==> config.mk <==
export PLATFORM = sky130hd
export DESIGN_NAME = cam_sample_packer
export DESIGN_NICKNAME = d
export VERILOG_FILES = /design/src/rtl/cam_packer_pkg.sv /design/src/rtl/cam_lane_merge.sv /design/src/rtl/cam_word_out.sv /design/src/rtl/cam_sample_packer.sv
export SDC_FILE = /design/constraint.sdc
export NUM_CORES = 1
export LEC_CHECK = 0
export BUFFER_PORTS_ARGS = -buffer_cell sky130_fd_sc_hd__clkbuf_2
export CORE_ASPECT_RATIO = 1.25
export CORE_MARGIN = 3
export CORE_UTILIZATION = 30
export DETAILED_ROUTE_END_ITERATION = 7
export PLACE_DENSITY = 0.51
export SLEW_MARGIN = 10
export SYNTH_ARGS = -nofsm -noshare
export SYNTH_HDL_FRONTEND = slang
export SYNTH_SLANG_ARGS = --single-unit
==> constraint.sdc <==
create_clock -name clk -period 2.4 [get_ports clk]
set_clock_uncertainty 0.05 [all_clocks]
set_input_delay 0.36 -clock clk [delete_from_list [all_inputs] [get_ports clk]]
set_output_delay 0.36 -clock clk [all_outputs]
set_load 0.01 [all_outputs]
==> src/rtl/cam_packer_pkg.sv <==
package cam_packer_pkg;

    typedef enum logic {
        PK_NARROW = 1'b0,
        PK_WIDE   = 1'b1
    } pack_mode_e;

endpackage

==> src/rtl/cam_lane_merge.sv <==
// Writes the current sample into the lane slot(s) of the partial word.
module cam_lane_merge
    import cam_packer_pkg::*;
#(
    parameter int OUT_W      = 32,
    parameter int COMP_W     = 8,
    parameter int PIX_W      = 16,
    parameter int NARROW_LSB = 2,
    parameter int LANE_W     = 2
) (
    input  pack_mode_e         mode_i,
    input  logic [LANE_W-1:0]  lane_i,
    input  logic [PIX_W-1:0]   bus_i,
    input  logic [OUT_W-1:0]   acc_i,
    output logic [OUT_W-1:0]   acc_o,
    output logic               last_o
);
    localparam int SLOTS      = OUT_W / COMP_W;
    localparam int RATIO      = PIX_W / COMP_W;
    localparam int WIDE_LANES = SLOTS / RATIO;

    logic [COMP_W-1:0] comp;
    assign comp = bus_i[NARROW_LSB +: COMP_W];

    for (genvar k = 0; k < SLOTS; k++) begin : g_slot
        localparam int WLANE = k / RATIO;
        localparam int WPART = (k % RATIO) * COMP_W;
        logic              hit;
        logic [COMP_W-1:0] val;
        always_comb begin
            if (mode_i == PK_NARROW) begin
                hit = (lane_i == LANE_W'(k));
                val = comp;
            end else begin
                hit = (lane_i == LANE_W'(WLANE));
                val = bus_i[WPART +: COMP_W];
            end
        end
        assign acc_o[k*COMP_W +: COMP_W] = hit ? val : acc_i[k*COMP_W +: COMP_W];
    end

    assign last_o = (mode_i == PK_NARROW) ? (lane_i == LANE_W'(SLOTS - 1))
                                          : (lane_i == LANE_W'(WIDE_LANES - 1));
endmodule

==> src/rtl/cam_word_out.sv <==
// Single-entry output holding stage with valid/ready.
module cam_word_out #(
    parameter int OUT_W = 32
) (
    input  logic             clk,
    input  logic             rst_n,
    input  logic             push_i,
    input  logic [OUT_W-1:0] data_i,
    input  logic             sof_i,
    input  logic             ready_i,
    output logic             valid_o,
    output logic [OUT_W-1:0] data_o,
    output logic             sof_o,
    output logic             blocked_o
);
    typedef struct packed {
        logic             valid;
        logic [OUT_W-1:0] data;
        logic             sof;
    } ostate_t;

    ostate_t st_d, st_q;

    always_comb begin
        st_d = st_q;
        if (st_q.valid && ready_i) begin
            st_d.valid = 1'b0;
            st_d.sof   = 1'b0;
        end
        if (push_i) begin
            st_d.valid = 1'b1;
            st_d.data  = data_i;
            st_d.sof   = sof_i;
        end
    end

    always_ff @(posedge clk) begin
        if (!rst_n) begin
            st_q <= '0;
        end else begin
            st_q <= st_d;
        end
    end

    assign valid_o   = st_q.valid;
    assign data_o    = st_q.data;
    assign sof_o     = st_q.sof;
    assign blocked_o = st_q.valid && !ready_i;
endmodule

==> src/rtl/cam_sample_packer.sv <==
module cam_sample_packer
    import cam_packer_pkg::*;
#(
    parameter int PIX_W      = 16,
    parameter int OUT_W      = 32,
    parameter int COMP_W     = 8,
    parameter int NARROW_LSB = 2
) (
    input  logic             clk,
    input  logic             rst_n,
    input  logic             cfg_wide,
    input  logic             cfg_dbl_cmp,
    input  logic             frame_start,
    input  logic             in_valid,
    input  logic [PIX_W-1:0] in_data,
    output logic             out_valid,
    input  logic             out_ready,
    output logic [OUT_W-1:0] out_data,
    output logic             out_sof,
    output logic             ovf_flag,
    output logic             cfg_err
);
    localparam int SLOTS  = OUT_W / COMP_W;
    localparam int LANE_W = (SLOTS > 1) ? $clog2(SLOTS) : 1;

    typedef struct packed {
        pack_mode_e        mode;
        logic [LANE_W-1:0] lane;
        logic [OUT_W-1:0]  acc;
        logic              first;
        logic              ovf;
        logic              cfg_err;
    } pstate_t;

    pstate_t st_d, st_q;

    pack_mode_e        eff_mode;
    logic [LANE_W-1:0] base_lane;
    logic [OUT_W-1:0]  base_acc;
    logic              base_first;
    logic [OUT_W-1:0]  merged;
    logic              last;
    logic              blocked;
    logic              drop;
    logic              take;
    logic              push;

    // Frame start realigns and captures the mode for the new frame.
    assign eff_mode   = frame_start ? (cfg_wide ? PK_WIDE : PK_NARROW) : st_q.mode;
    assign base_lane  = frame_start ? '0 : st_q.lane;
    assign base_acc   = frame_start ? '0 : st_q.acc;
    assign base_first = frame_start ? 1'b1 : st_q.first;

    cam_lane_merge #(
        .OUT_W      (OUT_W),
        .COMP_W     (COMP_W),
        .PIX_W      (PIX_W),
        .NARROW_LSB (NARROW_LSB),
        .LANE_W     (LANE_W)
    ) u_merge (
        .mode_i (eff_mode),
        .lane_i (base_lane),
        .bus_i  (in_data),
        .acc_i  (base_acc),
        .acc_o  (merged),
        .last_o (last)
    );

    assign drop = in_valid && last && blocked;
    assign take = in_valid && !drop;
    assign push = take && last;

    always_comb begin
        st_d         = st_q;
        st_d.mode    = eff_mode;
        st_d.lane    = base_lane;
        st_d.acc     = base_acc;
        st_d.first   = base_first;
        if (take) begin
            if (last) begin
                st_d.lane  = '0;
                st_d.acc   = '0;
                st_d.first = 1'b0;
            end else begin
                st_d.lane  = base_lane + LANE_W'(1);
                st_d.acc   = merged;
            end
        end
        st_d.ovf     = st_q.ovf | drop;
        st_d.cfg_err = cfg_dbl_cmp ^ cfg_wide;
    end

    always_ff @(posedge clk) begin
        if (!rst_n) begin
            st_q      <= '0;
            st_q.mode <= PK_NARROW;
        end else begin
            st_q <= st_d;
        end
    end

    cam_word_out #(
        .OUT_W (OUT_W)
    ) u_out (
        .clk       (clk),
        .rst_n     (rst_n),
        .push_i    (push),
        .data_i    (merged),
        .sof_i     (base_first),
        .ready_i   (out_ready),
        .valid_o   (out_valid),
        .data_o    (out_data),
        .sof_o     (out_sof),
        .blocked_o (blocked)
    );

    assign ovf_flag = st_q.ovf;
    assign cfg_err  = st_q.cfg_err;
endmodule

After elaboration in Yosys (flattened, before gate mapping)
Cells that the tools add are included. Widths: inputs -> output; s select.

Register bits after elaboration: 72. Output and inout bits: 36. Input bits: 23.

Reductions and logical operators: 10. Equality and inequality tests: 3. Add/subtract/negate cells: 1. Bitwise operators: 2. Multiplexer cells: 19.

Operators by type and width (count): $mux 34 (2); $mux 8 (6); $mux 35 (1); $mux 32 (1); $mux 1 (8); $logic_and 1x1->1 (6); $eq 2x2->1 const B (2); $add 2x1->2 const B (1); $eq 2x1->1 const B (1); $logic_not 1->1 (2); $logic_not 2->1 (1); $mux 2 (1); $reduce_bool 2->1 (1); $or 1x1->1 (1); $xor 1x1->1 (1).

Longest topological paths before layout
Depth in word-level cells: 9. Depth in mapped cells: 7.

Cells and area by module
A second synthesis with hierarchy kept.

Cell total of the unflattened synthesis: 468. Area, all modules: 4096.4 um2.

By module, submodules not included: cam_sample_packer (area each 1700.4 um2, instances 1, sequential area each 760.7 um2, cells an instance 208); cam_word_out (area each 1320.0 um2, instances 1, sequential area each 680.7 um2, cells an instance 111); cam_lane_merge (area each 1076.0 um2, instances 1, sequential area each 0.0 um2, cells an instance 149).

Worst setup path before layout
Ideal clock, no wire load.

Path type: input to register. From: input frame_start. To: register u_out.st_q (netlist bit u_out.data_o[24]). Stages on the path: 6. Required time: 2.234 ns. Path slack: 0.754 ns. Setup time: 0.116 ns. Data arrival time: 1.480 ns. Buffers on the path: 2. Cell sequence: clkbuf_1 -> nand2b_1 -> nor4b_4 -> buf_4 -> nand2_1 -> o211a_1.

Word-level cells in the longest chain between the ends: 8. Elaborated cells on any way between the ends: 13.

RTL lines: start: declaration (line cam_sample_packer.sv:13) `input logic frame_start,`; $mux 2 (line cam_sample_packer.sv:50) `assign base_lane = frame_start ? '0 : st_q.lane;`; $eq 2x2->1 or $eq 2x1->1 (tied branches); $mux 1 (line cam_lane_merge.sv:31, cam_lane_merge.sv:42); $logic_and 1x1->1 (2 in series) (line cam_sample_packer.sv:69) `assign drop = in_valid && last && blocked;`; $logic_not 1->1 (line cam_sample_packer.sv:70) `assign take = in_valid && !drop;`; $logic_and 1x1->1 (line cam_sample_packer.sv:70); $logic_and 1x1->1 (line cam_sample_packer.sv:71) `assign push = take && last;`; end signal: assignment (line cam_word_out.sv:41) `st_q <= st_d;`; end: declaration (line cam_word_out.sv:22) `ostate_t st_d, st_q;`.

Several ways; a longest one is shown, not always the timed one. A chain may end at the register's enable or synchronous reset.

Worst setup path in the final report
From: register st_q[36] in the netlist's numbering. To: register st_q[19] in the netlist's numbering.

Word-level cells in the longest chain between the ends: 8. Elaborated cells on any way between the ends: 13.

RTL lines: start: declaration (line cam_sample_packer.sv:35) `pstate_t st_d, st_q;`; start signal: assignment (line cam_sample_packer.sv:98) `st_q <= st_d;`; $mux 2 * (line cam_sample_packer.sv:50); $eq 2x2->1 or $eq 2x1->1 (tied branches) (line cam_lane_merge.sv:42, cam_lane_merge.sv:35, cam_lane_merge.sv:43); $mux 1 (line cam_lane_merge.sv:42) `assign last_o = (mode_i == PK_NARROW) ? (lane_i == LANE_W'(SLOTS - 1))`; $logic_and 1x1->1 (2 in series) (line cam_sample_packer.sv:69); $logic_not 1->1 (line cam_sample_packer.sv:70); $logic_and 1x1->1 (line cam_sample_packer.sv:70); $mux 35 * (line cam_sample_packer.sv:79) `if (take) begin`.

Every way passes the cells marked *; elsewhere a longest branch is shown, timed or not.

==> summary by stage <==
Worst setup path
In this run the critical register-to-register path is launched from st_q[36]. Of all nets on the critical path, the largest fanout is 12. Among all stages on the critical path, the largest delay is contributed by sky130_fd_sc_hd__dfxtp_1. For the worst setup path, the data arrival time is 2.24 ns. The beginning of the critical path is st_q[36]. The required time of the critical path is 2.62 ns. The endpoint class of the critical path is a flop. The worst setup path is launched from a flop. The critical path goes through or3b_4 -> a21oi_2 -> buf_4 -> nand4_2 -> o2bb2ai_1. The longest individual stage delay on the worst path is 0.61 ns. The worst setup path is of the flop to flop kind.

Synthesis
The number of nets in the synthesized netlist is 309. The number of enable-type register cells in the synthesized netlist is 0. For this run, the number of Yosys warnings is 0. Of the total synthesized cell area, the portion taken by XOR and XNOR cells is 0.01540. Yosys attributes the largest share of cell area to sky130_fd_sc_hd__dfxtp_1 (46%), sky130_fd_sc_hd__mux2i_1 (5.8%), sky130_fd_sc_hd__o2bb2ai_1 (4.8%). The largest family of logic cells by synthesized area is compound AO/OA/AOI/OAI gates. The complex-gate fraction of the synthesized area is 0.2215. The synthesized-area fraction occupied by adder cells is 0. The most repeated cell in the gate-level netlist after synthesis is sky130_fd_sc_hd__dfxtp_1. The fraction of registers with async set/reset is 0. For this run, the register share of the synthesized area comes to 0.4638. After synthesis, the share of cell area in mux cells is 0.06205. By count the netlist is led by sky130_fd_sc_hd__dfxtp_1 (64), sky130_fd_sc_hd__nand2_1 (22), sky130_fd_sc_hd__a21oi_1 (17).

Synthesis instantiated 49 different standard cells from the library. After synthesis the netlist holds a flip-flop and latch count of 64. The netlist area before placement is 2763 µm².

The dominant register cell in the synthesized netlist is sky130_fd_sc_hd__dfxtp_1. The area share of and/or/nand/nor cells after synthesis is 0.1816. Of the post-synthesis cell area, the dominant cell type holds 0.4638. The average instance area after synthesis is 9.660 µm².

The biggest area consumer among synthesized cells is sky130_fd_sc_hd__dfxtp_1. Synthesis handed over a netlist of 286 instances.

Layout
The total inserted antenna cells is 0. Relative to the synthesized area, the layout overhead comes to 20.15%. The total of fill cells in the finished design is 967. The area taken by multi-input logic gates is 1328 µm². The number of nets in the layout is 365. The area used by sequential logic in the layout is 1281 µm².

The finished layout holds 467 standard cells, fillers aside. In the final layout, the share of cells above drive strength 1 is 0.2565.

Drt
After detailed routing, the number of remaining DRC violations is 0. The post-detailed-route count of antenna-violating nets is 0. In the routed layout, each cell is associated on average with a via count of 4.929.

After the first detailed-routing iteration, the DRC count stood at 132. The total iterations of the first detailed-routing run is 4. For this block, the via count after detailed routing is 2,302. The detailed-route wire length per cell is 16.31 µm.

For this block, the routed nets add up to 7.618 mm of wire.

Clock tree
The number of CTS-inserted buffers is 9. The clock tree from TritonCTS is done. After clock tree synthesis, the clock-pin slew on the worst setup and hold paths is 0.07 ns.

The sink count of the clock tree is 64. The total of cells resized after clock tree synthesis is 0. The H-tree generated during clock tree synthesis spans 3 levels. The clock tree root driver cell is sky130_fd_sc_hd__clkbuf_8. The insertion delay to the later sink of the worst-skew pair is 0.35 ns. The number of buffers between clock root and the deepest sink is 2. The total of hold buffers inserted after clock tree synthesis is 0. The number of setup buffers added after CTS is 0.

Power and ir drop
For this design the ratio of total power to cell area is 640.5 nW/µm². The design draws 2.126 mW. VDD sags by at most 243.6 µV.

The analysis attributes to cell leakage a power of 1.367 nW.

Placement
Including well taps, the total number of placed cells is 451. The congestion estimate from routability-driven global placement came to 0.7993. The HPWL after detailed placement is 5.223 mm. The count of buffers added on input and output ports is 58.

The pre-CTS setup slack is 0.4372 ns.

Timing
Static timing analysis puts the maximum clock frequency at 0.4954 GHz. The worst-case setup margin in the final layout is 0.3813 ns. The worst-case hold slack is 0.2748 ns. Summed over all failing endpoints, the final setup total negative slack is 0 ns. The number of max-slew violations in the final report is 0. The clock period minus worst slack is 2.019 ns. Measured against its own limit, the worst slew margin works out to 0.6531. Setup repair after global routing left no endpoint under its margin. For the pin with the worst max-slew slack, the measured transition is 0.5204 ns. The share of the clock period used by the worst path is 0.8411.

The total of endpoints with negative setup slack in the final report is 0. The hold violation count in the final report is 0.

GRT
The total overflow left after global routing is 0. The number of global-route vias before repair is 2,341. For this run, the total global-route usage over all layers was measured as 0.1536. Entering global routing, the biggest net connects 28 pins. The wire length of the first global-routing pass is 12.50 mm. The number of antenna violations at the first check in global routing is 0.

Floorplan
During I/O placement, the number of pins put on the boundary was 59. In this run the core area contains 38 standard-cell rows. The total area inside the core boundary comes to 8843 µm².

The overall die area is 10,400 µm². The die is 91.83 µm wide. The initial utilization of the core area, before any placement, comes to 0.3124.

The die is 113.3 µm tall.

Run
Across the run, the number of max-cap violations was 0.

Run status
The run finished with clean final reports.

Worst hold path
The tightest min-delay check is of the input port to flop type. The worst hold path begins at in_data[14].
[area by class of cell]
class,instances,share of cell area
clock buffer,12,0.04372
tap,120,0.04523
clock inverter,4,0.006031
timing repair buffer,67,0.1078
multi-input combinational,190,0.3999
sequential,64,0.3860
inverter,10,0.01131
[path summary, 6_finish.rpt]
check,cells after the start,slack [ns],to
max,5,0.38,st_q[19]
min reg2reg,2,0.40,u_out.data_o[5]
max reg2reg,5,0.38,st_q[19]
min,3,0.27,st_q[17]
[report_power, final]
| part | switching (mW) | leakage, nW | internal [mW] |
|---|---|---|---|
| combinational | 0.123 | 0.759 | 0.0827 |
| sequential | 0.0196 | 0.519 | 1.09 |
| clock | 0.416 | 0.0899 | 0.396 |
| total | 0.559 | 1.37 | 1.57 |
[flip-flops by register name, indices dropped and copies added, names as in the netlist]
signal,cells
u_out.data_o,32
st_q,28
cfg_err,1
ovf_flag,1
u_out.sof_o,1
u_out.valid_o,1
[logic make-up after synthesis]
logic type / after synthesis
AND/OR/NAND/NOR: 85
AO/OA/AOI/OAI: 84
multiplexers: 17
XOR/XNOR: 4
flip-flops: 64
buffers and inverters: 32
[critical path, delay by kind of cell, from the launching register on]
kind                   cells  cell delay (ns)
AOI/OAI and AO/OA          2             0.38
buffers and inverters      1             0.18
DFF                        1             0.61
and+or+nand+nor            2             0.70
[layer usage]
metal | part of all wire | vias up | track usage
met5 | 0 | - | 0
met4 | 0.018 | 0 | 0.06046
met3 | 0.049 | 10 | 0.04388
met2 | 0.45 | 69 | 0.2326
met1 | 0.48 | 1077 | 0.2064
li1 | - | 1146 | -
[cells in the final DEF, fill, tap and decap left out, types with 5 or more instances in the layout]
cell,count
sky130_fd_sc_hd__o21ai_1,8
sky130_fd_sc_hd__dfxtp_1,64
sky130_fd_sc_hd__mux2i_1,16
sky130_fd_sc_hd__clkbuf_8,10
sky130_fd_sc_hd__a21boi_1,6
sky130_fd_sc_hd__o32ai_1,8
sky130_fd_sc_hd__o2bb2ai_1,15
sky130_fd_sc_hd__a21oi_1,17
sky130_fd_sc_hd__nand2_1,22
sky130_fd_sc_hd__nor2_1,11
sky130_fd_sc_hd__or3_1,8
sky130_fd_sc_hd__inv_1,10
sky130_fd_sc_hd__a21boi_0,5
sky130_fd_sc_hd__nor3_1,7
sky130_fd_sc_hd__clkbuf_2,58
sky130_fd_sc_hd__buf_4,9
sky130_fd_sc_hd__nor3b_1,7
sky130_fd_sc_hd__o21ai_0,7
sky130_fd_sc_hd__nand2b_1,7
sky130_fd_sc_hd__o211a_1,8
[stage by stage]
step                area [µm²]    util
global route              3319  0.3754
finish                    3319  0.3754
CTS                       3319  0.3754
floorplan                 2763       -
global placement          3154  0.3567
detailed placement        3154  0.3567
No activity file was read; power rests on OpenSTA's default activity.
